$ cat src/rtl/dcc_pkg.sv
package dcc_pkg;

  localparam int LANES = 2;

  // Cycle codes reported on cyc_type
  localparam logic [3:0] CT_STANDBY  = 4'h0;
  localparam logic [3:0] CT_READ     = 4'h1;
  localparam logic [3:0] CT_EARLY_WR = 4'h2;
  localparam logic [3:0] CT_LATE_WR  = 4'h3;
  localparam logic [3:0] CT_RMW      = 4'h4;
  localparam logic [3:0] CT_ROW_REF  = 4'h5;
  localparam logic [3:0] CT_CBR_REF  = 4'h6;
  localparam logic [3:0] CT_HID_REF  = 4'h7;
  localparam logic [3:0] CT_PAGE     = 4'h8;

  typedef enum logic [2:0] {
    ST_IDLE,  // row high, nothing held
    ST_ROW,   // row low, no column yet
    ST_COL,   // column access open
    ST_GAP,   // row low between page accesses
    ST_CBR,   // refresh: column before row
    ST_HOLD,  // row high, column held from previous period
    ST_HID    // row low again under a held column
  } dcc_state_e;

  typedef struct packed {
    logic ras_n;
    logic casl_n;
    logic cash_n;
    logic we_n;
    logic oe_n;
  } strobe_t;

endpackage

$ cat src/rtl/dcc_sync.sv
module dcc_sync #(
  parameter int             W       = 1,
  parameter int             STAGES  = 2,
  parameter logic [W-1:0]   RST_VAL = '1
) (
  input  logic         clk,
  input  logic         rst_n,
  input  logic [W-1:0] d,
  output logic [W-1:0] q
);

  logic [STAGES-1:0][W-1:0] chain_q;

  always_ff @(posedge clk or negedge rst_n) begin
    if (!rst_n) begin
      for (int i = 0; i < STAGES; i++) chain_q[i] <= RST_VAL;
    end else begin
      chain_q[0] <= d;
      for (int i = 1; i < STAGES; i++) chain_q[i] <= chain_q[i-1];
    end
  end

  assign q = chain_q[STAGES-1];

endmodule

$ cat src/rtl/dcc_optrack.sv
module dcc_optrack
  import dcc_pkg::*;
(
  input  logic             clk,
  input  logic             rst_n,
  input  logic             start,     // first sample of an access or refresh period
  input  logic             track,     // later samples of the same period
  input  logic [LANES-1:0] lanes,
  input  logic             we_n,
  input  logic             oe_n,
  output logic [LANES-1:0] lanes_acc,
  output logic [3:0]       op_code
);

  logic             early_q, early_d;
  logic             wrote_q, wrote_d;
  logic             rmw_q,   rmw_d;
  logic             rdoe_q,  rdoe_d;
  logic [LANES-1:0] acc_q,   acc_d;
  logic             en;

  assign en = start | track;

  always_comb begin
    early_d = early_q;
    wrote_d = wrote_q;
    rmw_d   = rmw_q;
    rdoe_d  = rdoe_q;
    acc_d   = acc_q;
    if (start) begin
      acc_d   = lanes;
      early_d = ~we_n;
      wrote_d = ~we_n;
      rmw_d   = 1'b0;
      rdoe_d  = we_n & ~oe_n;
    end else if (track) begin
      acc_d = acc_q | lanes;
      if (!wrote_q) begin
        if (!we_n) begin
          wrote_d = 1'b1;
          rmw_d   = rdoe_q;
        end else if (!oe_n) begin
          rdoe_d = 1'b1;
        end
      end
    end
  end

  always_ff @(posedge clk or negedge rst_n) begin
    if (!rst_n) begin
      early_q <= 1'b0;
      wrote_q <= 1'b0;
      rmw_q   <= 1'b0;
      rdoe_q  <= 1'b0;
      acc_q   <= '0;
    end else if (en) begin
      early_q <= early_d;
      wrote_q <= wrote_d;
      rmw_q   <= rmw_d;
      rdoe_q  <= rdoe_d;
      acc_q   <= acc_d;
    end
  end

  always_comb begin
    if (early_q)      op_code = CT_EARLY_WR;
    else if (wrote_q) op_code = rmw_q ? CT_RMW : CT_LATE_WR;
    else              op_code = CT_READ;
  end

  assign lanes_acc = acc_q;

  // once a write is seen inside an access it stays seen until a new start
  a_r6_write_sticky: assert property (@(posedge clk) disable iff (!rst_n)
    (wrote_q && !start) |=> wrote_q);

  // an early write is always also a write
  a_r5_early_is_write: assert property (@(posedge clk) disable iff (!rst_n)
    (start && !we_n) |=> (early_q && wrote_q));

endmodule

$ cat src/rtl/dcc_fsm.sv
module dcc_fsm
  import dcc_pkg::*;
(
  input  logic             clk,
  input  logic             rst_n,
  input  logic             ras_n,
  input  logic [LANES-1:0] lanes,
  input  logic [LANES-1:0] lanes_acc,
  input  logic [3:0]       op_code,
  output logic             start,
  output logic             track,
  output logic             rep_valid,
  output logic [3:0]       rep_type,
  output logic [LANES-1:0] rep_mask
);

  dcc_state_e       state_q, state_d;
  logic             page_q,  page_d;
  logic             v_q, v_d;
  logic [3:0]       t_q, t_d;
  logic [LANES-1:0] m_q, m_d;
  logic             cas_act;
  logic             ras_hi;

  assign cas_act = |lanes;
  assign ras_hi  = ras_n;

  always_comb begin
    state_d = state_q;
    page_d  = page_q;
    start   = 1'b0;
    track   = 1'b0;
    v_d     = 1'b0;
    t_d     = CT_STANDBY;
    m_d     = '0;
    case (state_q)
      ST_IDLE: begin
        if (!ras_hi) begin
          if (cas_act) begin
            state_d = ST_CBR;
            start   = 1'b1;
          end else begin
            state_d = ST_ROW;
            page_d  = 1'b0;
          end
        end
      end
      ST_ROW: begin
        if (ras_hi) begin
          v_d     = 1'b1;
          t_d     = CT_ROW_REF;
          state_d = ST_IDLE;
        end else if (cas_act) begin
          state_d = ST_COL;
          start   = 1'b1;
        end
      end
      ST_COL: begin
        if (ras_hi || !cas_act) begin
          v_d    = 1'b1;
          t_d    = op_code | (page_q ? CT_PAGE : CT_STANDBY);
          m_d    = lanes_acc;
          page_d = 1'b1;
          if (!ras_hi)      state_d = ST_GAP;
          else if (cas_act) state_d = ST_HOLD;
          else              state_d = ST_IDLE;
        end else begin
          track = 1'b1;
        end
      end
      ST_GAP: begin
        if (ras_hi) begin
          state_d = ST_IDLE;
        end else if (cas_act) begin
          state_d = ST_COL;
          start   = 1'b1;
        end
      end
      ST_CBR: begin
        if (ras_hi) begin
          v_d     = 1'b1;
          t_d     = CT_CBR_REF;
          m_d     = lanes_acc;
          state_d = cas_act ? ST_HOLD : ST_IDLE;
        end else begin
          track = 1'b1;
        end
      end
      ST_HOLD: begin
        if (!cas_act) begin
          state_d = ras_hi ? ST_IDLE : ST_ROW;
          page_d  = 1'b0;
        end else if (!ras_hi) begin
          state_d = ST_HID;
          start   = 1'b1;
        end
      end
      ST_HID: begin
        if (ras_hi) begin
          v_d     = 1'b1;
          t_d     = CT_HID_REF;
          m_d     = lanes_acc;
          state_d = cas_act ? ST_HOLD : ST_IDLE;
        end else begin
          track = 1'b1;
        end
      end
      default: state_d = ST_IDLE;
    endcase
  end

  always_ff @(posedge clk or negedge rst_n) begin
    if (!rst_n) begin
      state_q <= ST_IDLE;
      page_q  <= 1'b0;
      v_q     <= 1'b0;
      t_q     <= CT_STANDBY;
      m_q     <= '0;
    end else begin
      state_q <= state_d;
      page_q  <= page_d;
      v_q     <= v_d;
      t_q     <= t_d;
      m_q     <= m_d;
    end
  end

  assign rep_valid = v_q;
  assign rep_type  = t_q;
  assign rep_mask  = m_q;

  // a report never lasts two clocks
  a_r10_single_pulse: assert property (@(posedge clk) disable iff (!rst_n)
    v_q |=> !v_q);

  // quiet outputs outside a report
  a_r1_quiet_outputs: assert property (@(posedge clk) disable iff (!rst_n)
    !v_q |-> (t_q == CT_STANDBY && m_q == '0));

  // row-only refresh carries no lanes
  a_r3_row_ref_no_lanes: assert property (@(posedge clk) disable iff (!rst_n)
    (v_q && t_q == CT_ROW_REF) |-> (m_q == '0));

  // refresh reports driven by a column strobe name at least one lane
  a_r4_refresh_lanes: assert property (@(posedge clk) disable iff (!rst_n)
    (v_q && (t_q == CT_CBR_REF || t_q == CT_HID_REF)) |-> (m_q != '0));

  // the page flag only decorates access codes
  a_r8_page_codes: assert property (@(posedge clk) disable iff (!rst_n)
    (v_q && t_q[3]) |-> (t_q[2:0] >= 3'd1 && t_q[2:0] <= 3'd4 && m_q != '0));

  // a hidden period is only entered from a held column
  a_r9_hidden_entry: assert property (@(posedge clk) disable iff (!rst_n)
    $rose(state_q == ST_HID) |-> ($past(state_q) == ST_HOLD));

endmodule

$ cat src/rtl/dram_cycle_classifier.sv
module dram_cycle_classifier
  import dcc_pkg::*;
#(
  parameter int SYNC_STAGES = 2
) (
  input  logic       clk,
  input  logic       rst_n,
  input  logic       ras_n,
  input  logic       casl_n,
  input  logic       cash_n,
  input  logic       we_n,
  input  logic       oe_n,
  output logic       cyc_valid,
  output logic [3:0] cyc_type,
  output logic [1:0] lane_mask
);

  localparam int SW = $bits(strobe_t);

  logic             rst_core_n;
  strobe_t          raw;
  strobe_t          syn;
  logic [LANES-1:0] lanes;
  logic [LANES-1:0] lanes_acc;
  logic [3:0]       op_code;
  logic             start;
  logic             track;

  // reset: asserted at once, released through the same synchroniser
  dcc_sync #(.W(1), .STAGES(2), .RST_VAL(1'b0)) u_rst_sync (
    .clk   (clk),
    .rst_n (rst_n),
    .d     (1'b1),
    .q     (rst_core_n)
  );

  assign raw = {ras_n, casl_n, cash_n, we_n, oe_n};

  dcc_sync #(.W(SW), .STAGES(SYNC_STAGES), .RST_VAL({SW{1'b1}})) u_strobe_sync (
    .clk   (clk),
    .rst_n (rst_core_n),
    .d     (raw),
    .q     (syn)
  );

  assign lanes = {~syn.cash_n, ~syn.casl_n};

  dcc_optrack u_optrack (
    .clk       (clk),
    .rst_n     (rst_core_n),
    .start     (start),
    .track     (track),
    .lanes     (lanes),
    .we_n      (syn.we_n),
    .oe_n      (syn.oe_n),
    .lanes_acc (lanes_acc),
    .op_code   (op_code)
  );

  dcc_fsm u_fsm (
    .clk       (clk),
    .rst_n     (rst_core_n),
    .ras_n     (syn.ras_n),
    .lanes     (lanes),
    .lanes_acc (lanes_acc),
    .op_code   (op_code),
    .start     (start),
    .track     (track),
    .rep_valid (cyc_valid),
    .rep_type  (cyc_type),
    .rep_mask  (lane_mask)
  );

endmodule

$ cat config.mk
export PLATFORM = sky130hd
export DESIGN_NAME = dram_cycle_classifier
export DESIGN_NICKNAME = d
export VERILOG_FILES = /design/src/rtl/dcc_pkg.sv /design/src/rtl/dcc_sync.sv /design/src/rtl/dcc_optrack.sv /design/src/rtl/dcc_fsm.sv /design/src/rtl/dram_cycle_classifier.sv
export SDC_FILE = /design/constraint.sdc
export NUM_CORES = 1
export LEC_CHECK = 0
export ABC_AREA = 1
export BUFFER_PORTS_ARGS = -buffer_cell sky130_fd_sc_hd__buf_2
export CORE_MARGIN = 10
export CORE_UTILIZATION = 56
export DETAILED_ROUTE_END_ITERATION = 10
export PLACE_DENSITY = 0.88
export SYNTH_ARGS = -nofsm -noshare
export SYNTH_HDL_FRONTEND = slang
export SYNTH_SLANG_ARGS = --single-unit
$ cat constraint.sdc
create_clock -name clk -period 1.01 [get_ports clk]
set_input_delay 0.2525 -clock clk [delete_from_list [all_inputs] [get_ports clk]]
set_output_delay 0.2525 -clock clk [all_outputs]
set_load 0.005 [all_outputs]
==> results of run 1 <==
==> flip-flops by register name, indices dropped and copies added (netlist names) <==
name / cells
u_strobe_sync.chain_q: 5
u_rst_sync.q: 1
u_optrack.rdoe_q: 1
u_fsm.rep_type: 4
u_rst_sync.chain_q: 1
u_fsm.rep_valid: 1
u_fsm.page_q: 1
u_strobe_sync.q: 5
u_optrack.early_q: 1
u_fsm.state_q: 3
u_optrack.rmw_q: 1
u_fsm.rep_mask: 2
u_optrack.wrote_q: 1
u_optrack.lanes_acc: 2
==> cells by family after synthesis <==
family,count (synthesis),synth area share [%]
other,1,0.301
buffers and inverters,20,7.22
AO/OA/AOI/OAI,13,6.32
flip-flops,29,59.2
AND/OR/NAND/NOR,77,27.0
==> metal layers <==
| layer | part of all wire (%) | vias to the layer above | track usage, % | wire length, um |
|---|---|---|---|---|
| li1 | - | 530 | - | - |
| met1 | 37 | 584 | 14.5 | 1380 |
| met2 | 51 | 77 | 26.5 | 1920 |
| met3 | 8.2 | 17 | 5.29 | 309 |
| met4 | 3.6 | 0 | 9.23 | 136 |
| met5 | 0 | - | 0 | 0 |
==> synthesized netlist by cell type <==
library cell | n | area [um2]
o211ai_1 | 2 | 15.0
nor2_1 | 21 | 78.8
nand3_1 | 12 | 60.1
conb_1 | 1 | 3.75
dfrtp_1 | 19 | 475
dfstp_2 | 10 | 263
nor2_2 | 2 | 12.5
o21ai_1 | 2 | 10.0
a31oi_1 | 1 | 6.26
nand2_1 | 33 | 124
nand4_1 | 4 | 25.0
o21ai_0 | 6 | 30.0
o21ai_2 | 2 | 17.5
inv_2 | 5 | 18.8
inv_1 | 13 | 48.8
nand2_2 | 4 | 25.0
nand2_4 | 1 | 11.3
buf_6 | 2 | 22.5
==> worst reg2reg max path, delay by kind of cell, from the launching register on <==
family	cells	cell delay, ps
compound gates	1	110
buf+inv	2	200
flops	1	510
simple gates	4	540
==> stage by stage <==
step,TNS (ps),hold slack [ps],instances,util (%)
2_1_floorplan,-2280,-43.1,140,-
3_3_place_gp,-3270,36.7,194,68.6
3_5_place_dp,-4110,38.3,194,68.6
4_1_cts,-4030,5.32,206,74.4
5_1_grt,-6640,5.45,213,82.5
6_report,-5410,23.7,213,82.5
==> worst min-delay path by stage <==
stage / to
floorplan: u_rst_sync.chain_q[0]$_DFF_PN0_
global placement: u_rst_sync.chain_q[0]$_DFF_PN0_
detailed placement: u_rst_sync.chain_q[0]$_DFF_PN0_
CTS: u_strobe_sync.chain_q[1]$_DFF_PN1_
global route: u_strobe_sync.chain_q[0]$_DFF_PN1_
finish: u_strobe_sync.chain_q[3]$_DFF_PN1_
==> final cells by class <==
class / instances / area share [%]
flip-flops and latches: 29 / 41.5
multi-input cells: 92 / 33.6
repair buffers: 38 / 15.7
inverters: 18 / 4.48
clock buffers: 6 / 2.31
well taps: 28 / 1.96
clock inverters: 2 / 0.559
==> power by group <==
part	internal, W	switching (W)
combinational	0.000918	0.00125
sequential	0.00148	0.000323
clock	0.000264	0.000419
==> timing repair <==
action	CTS	global route
hold buffers	1	2
resized for setup	14	32
cloned	1	0
endpoints found under the hold margin	2	2
endpoints found under the setup margin	24	24
buffers inserted	2	5
pin swaps	3	13
==> results by group, run 1 <==
Floorplan
  – Cell Rows: 17
  – Die area: 4520 um2
  – Initial core utilization: 57.5%
  – Die height: roughly 67 um
  – Die X: about 67 um
  – Core area: around 2200 um2
  – IO Count: 14

Detailed routing
  – Drt drc: 0
  – Vias per inst: 5.67
  – WL per Instance: about 18 um
  – Total Wirelength: 3.75 mm
  – Antenna viol nets, final: 0
  – DRT iter0 DRCs: 66
  – Drt pass-1 iters: 5
  – Via count of the routed design: 1208

Setup path
  – CP startpoint kind: flip-flop
  – R2R depth: 7
  – Critical path endpoint: u_optrack.rmw_q$_DFFE_PN0P_
  – Flop2flop setup slack: -390 ps
  – Crit path launch: u_fsm.state_q[0]$_DFFE_PN0P_
  – Arr. time, crit path: between 1500 and 2000 ps
  – Family with the most delay on the worst path: simple AND/OR/NAND/NOR gates
  – Worst-path cell chain: inv_4, nand2_4, nor2_4, inv_2, o21ai_4, nand4_1, nand2_1
  – WP depth: 7
  – Crit. End Element: flip-flop
  – Reg-to-reg critical path startpoint: u_fsm.state_q[0]$_DFFE_PN0P_
  – CP max stage delay: 510 ps
  – CP required: 1290 ps
  – Slowest CP cell: dfrtp_2
  – Crit path kind: reg2reg
  – Reg2reg end: u_optrack.rmw_q$_DFFE_PN0P_
  – WP buf/inv: 2
  – CP Max Fanout: 7

Timing
  – Period minus WS final: around 1400 ps
  – Final setup margin: -394 ps
  – Final setup viols: 24
  – Pins Over Slew Limit: 0
  – Final Skew: approximately 19 ps
  – Hold Fails Final Rpt: 0
  – RSZ-0062 raised after global routing: true
  – Period utilization: 139%
  – Max Fclk: just over 700 MHz

Yosys
  – Yosys warns: 0
  – Seq/Total Area, Yosys: around 60%
  – Post-synthesis cell area: 1250 um2
  – Mapped Cells: 140
  – Syn nets: roughly 150
  – FF+latch count, synth: 29
  – Library cells used by synthesis: 18
  – Syn Area/Cell: slightly below 9 um2

Placed design
  – RePlAce Congestion: 1.04
  – IO buf count: 13
  – Placed cell areas: ~1500 um2
  – DP Wirelength: around 2 mm
  – Place WS: -297 ps

Worst hold path
  – Hold Path Depth: 1
  – Hold Path Class: in2reg
  – Hold_sp: casl_n

Global routing
  – Initial antenna violation count: 0
  – Vias in the first global route: roughly 1200
  – All-Layer GR Usage: 14.9%
  – Grt total ovfl: 0
  – First-pass GRT wire length: between 5 and 6 mm
  – Largest net degree at the start of global routing: 15

Job
  – Max cap viols: 0

Power and ir drop
  – Pwr/cell area: roughly 2600 nW/um2
  – Power Total: 0.00465 W
  – Peak VDD IR: around 2.1 mV
  – Leakage: approximately 0.89 nW

Clock tree
  – CTS Root Cell: clkbuf_4
  – Htree depth: 2
  – CTS Sinks: 29
  – CTS buffer count: 5
  – CTS Buffer Depth: 2
  – CTS tree: yes
  – Reg clk slew, reported paths: around 100 ps
  – Worst skew pair latency: 340 ps

Finish
  – Layout cells sized above 1: between 50% and 60%
  – Area Growth Syn to Fin: 43.4%
  – Nets: approximately 190
  – Area occupied by multi-input gates: around 600 um2
  – Most common cell after layout, fill and taps aside: nand2_1
  – Final Cell Area: around 1800 um2
  – Reg area: about 740 um2
  – Most frequent cells in the layout: nand2_1, buf_4, dfrtp_1
  – Ant diodes: 0
  – Fill count: 120

Run status
  – Failing checks: negative setup slack
  – Status: finished with violations
No activity file was read; power rests on OpenSTA's default activity.
==> inputs of run 2 (changes only) <==
- REMOVE_ABC_BUFFERS: unset -> 1
==> results by group, run 2 (synthesized netlist as in run 1, its figures left out) <==
Global routing
  – All-Layer GR Usage: 14.6% (-0.36 points)
  – Vias in the first global route: 1154 (-2.2%)
  – Initial antenna violation count: 0 (unchanged)
  – First-pass GRT wire length: 4.97 mm (-2.4%)
  – Grt total ovfl: 0 (unchanged)
  – Largest net degree at the start of global routing: 25 (+10)

Detailed routing
  – Vias per inst: 5.69 (+0.38%)
  – Total Wirelength: 3.96 mm (+5.7%)
  – DRT iter0 DRCs: 153 (+130%)
  – Drt drc: 0 (unchanged)
  – Antenna viol nets, final: 0 (unchanged)
  – Via count of the routed design: 1241 (+2.7%)
  – WL per Instance: 18.2 um (+3.2%)
  – Drt pass-1 iters: 5 (unchanged)

Worst hold path
  – Hold Path Class: in2reg

Placed design
  – DP Wirelength: 1.99 mm (+0.34%)
  – IO buf count: 13 (unchanged)
  – RePlAce Congestion: 0.893 (-14%)

Clock tree
  – Htree depth: 2 (unchanged)
  – CTS Root Cell: clkbuf_4
  – Reg clk slew, reported paths: 100 ps (about the same)
  – CTS tree: yes
  – Worst skew pair latency: 340 ps (about the same)
  – CTS buffer count: 5 (unchanged)
  – CTS Buffer Depth: 2 (unchanged)
  – CTS Sinks: 29 (unchanged)

Finish
  – Nets: 196 (+2.6%)
  – Ant diodes: 0 (unchanged)
  – Area Growth Syn to Fin: 49.1%
  – Most frequent cells in the layout: nand2_1, buf_4, dfrtp_1
  – Fill count: 108 (-10%)
  – Layout cells sized above 1: 56.8% (+2.8 points)
  – Most common cell after layout, fill and taps aside: nand2_1
  – Reg area: 742 um2 (unchanged)
  – Area occupied by multi-input gates: 596 um2 (-0.83%)
  – Fin util: 85.8% (+3.3 points)

Timing
  – Pins Over Slew Limit: 0 (unchanged)
  – RSZ-0062 raised after global routing: true
  – Hold Fails Final Rpt: 0 (unchanged)
  – Max Fclk: 717 MHz (+0.65%)
  – Final Skew: 18.5 ps (-0.277 ps)
  – Period minus WS final: 1400 ps (-9.00 ps)
  – Final setup viols: 24 (unchanged)
  – Final setup margin: -385 ps (+9.00 ps)
  – Period utilization: 138% (-0.89 points)

Setup path
  – Crit path launch: u_strobe_sync.q[4]$_DFF_PN1_
  – CP Max Fanout: 4 (-3)
  – Reg2reg end: u_fsm.state_q[0]$_DFFE_PN0P_
  – Arr. time, crit path: 1630 ps (-60 ps)
  – Critical path endpoint: u_fsm.state_q[0]$_DFFE_PN0P_
  – CP startpoint kind: flip-flop
  – Reg-to-reg critical path startpoint: u_strobe_sync.q[4]$_DFF_PN1_
  – Flop2flop setup slack: -390 ps (about the same)
  – CP required: 1240 ps (-50 ps)
  – Crit. End Element: flip-flop
  – R2R depth: 7 (unchanged)
  – Crit path kind: reg2reg

Run status
  – Status: finished with violations
  – Failing checks: negative setup slack

Power and ir drop
  – Power Total: 0.00504 W (+8.4%)
  – Leakage: 0.932 nW (+4.4%)
  – Pwr/cell area: 2710 nW/um2 (+4.2%)
  – Peak VDD IR: 2.31 mV (+9.7%)

Floorplan
  – Die X: 67.2 um (unchanged)
  – Die height: 67.2 um (unchanged)
  – Core area: 2170 um2 (unchanged)
  – Initial core utilization: 57.5% (unchanged)
  – Cell Rows: 17 (unchanged)
  – IO Count: 14 (unchanged)
  – Die area: 4520 um2 (unchanged)

Job
  – Max cap viols: 0 (unchanged)
[run 2: cell count changes in the layout (fill, tap and decap cells not counted), moves of 2 or more]
cell and change:
clkinv_2 -2, buf_6 +2, inv_2 +2, nand2_2 +3, o21ai_0 +2, nor2_1 -2
nand2_4 -3, buf_4 +5
[run 2: final cells by class]
cell class	count	share of cell area (%)
Sequential cell	29	39.9
Multi-Input combinational cell	91	32.0
Timing Repair Buffer	44	17.8
Inverter	18	3.90
Clock buffer	7	2.96
Tap cell	28	1.88
Clock inverter	1	1.61
[run 2: per-stage QoR]
step                instances  setup TNS, ps  area (um2)  setup slack, ps  hold WS (ps)
floorplan                 138          -2830        1220             -265         -43.1
global placement          202          -3280        1510             -242          37.2
detailed placement        202          -4170        1510             -312          38.8
CTS                       211          -4200        1640             -283          5.93
global route              218          -6510        1860             -449         0.846
finish                    218          -5340        1860             -385          15.0
[run 2: how the worst min path moves through the flow]
stage                     startpoint                                 end  slack, ps  cells past startpoint
after detailed placement       rst_n     u_rst_sync.chain_q[0]$_DFF_PN0_         40                      1
after CTS                     casl_n  u_strobe_sync.chain_q[3]$_DFF_PN1_          6                      1
after global routing           ras_n  u_strobe_sync.chain_q[4]$_DFF_PN1_        0.8                      1
final                           oe_n  u_strobe_sync.chain_q[0]$_DFF_PN1_         20                      1
after global placement         rst_n     u_rst_sync.chain_q[0]$_DFF_PN0_         40                      1
after floorplan                rst_n     u_rst_sync.chain_q[0]$_DFF_PN0_        -40                      0
[run 2: worst max-delay path, stage by stage (launching register included)]
cell and delay (ps):
dfstp_2 580, inv_2 100, nand3_1 140, nor2_2 60
nor2_2 140, nand3_2 100, nand2_1 100, nand2_1 80
[run 2: what timing repair did]
action,4_1_cts,5_1_grt
buffers inserted,0,6
endpoints found under the hold margin,2,1
resized for setup,14,47
pin swaps,8,20
hold buffers,1,1
endpoints found under the setup margin,24,24
[run 2: layer usage]
metal	vias up	track usage [%]	part of all wire [%]
li1	537	-	-
met1	585	14.8	38
met2	90	24.6	46
met3	29	4.96	11
met4	0	10.3	5.2
met5	-	0	0
[run 2: where the power goes]
part           total [W]  switching [W]  internal, W
Clock            0.00100       0.000411     0.000590
Sequential       0.00177       0.000294      0.00148
Combinational    0.00226        0.00130     0.000960
Total            0.00504        0.00201      0.00303
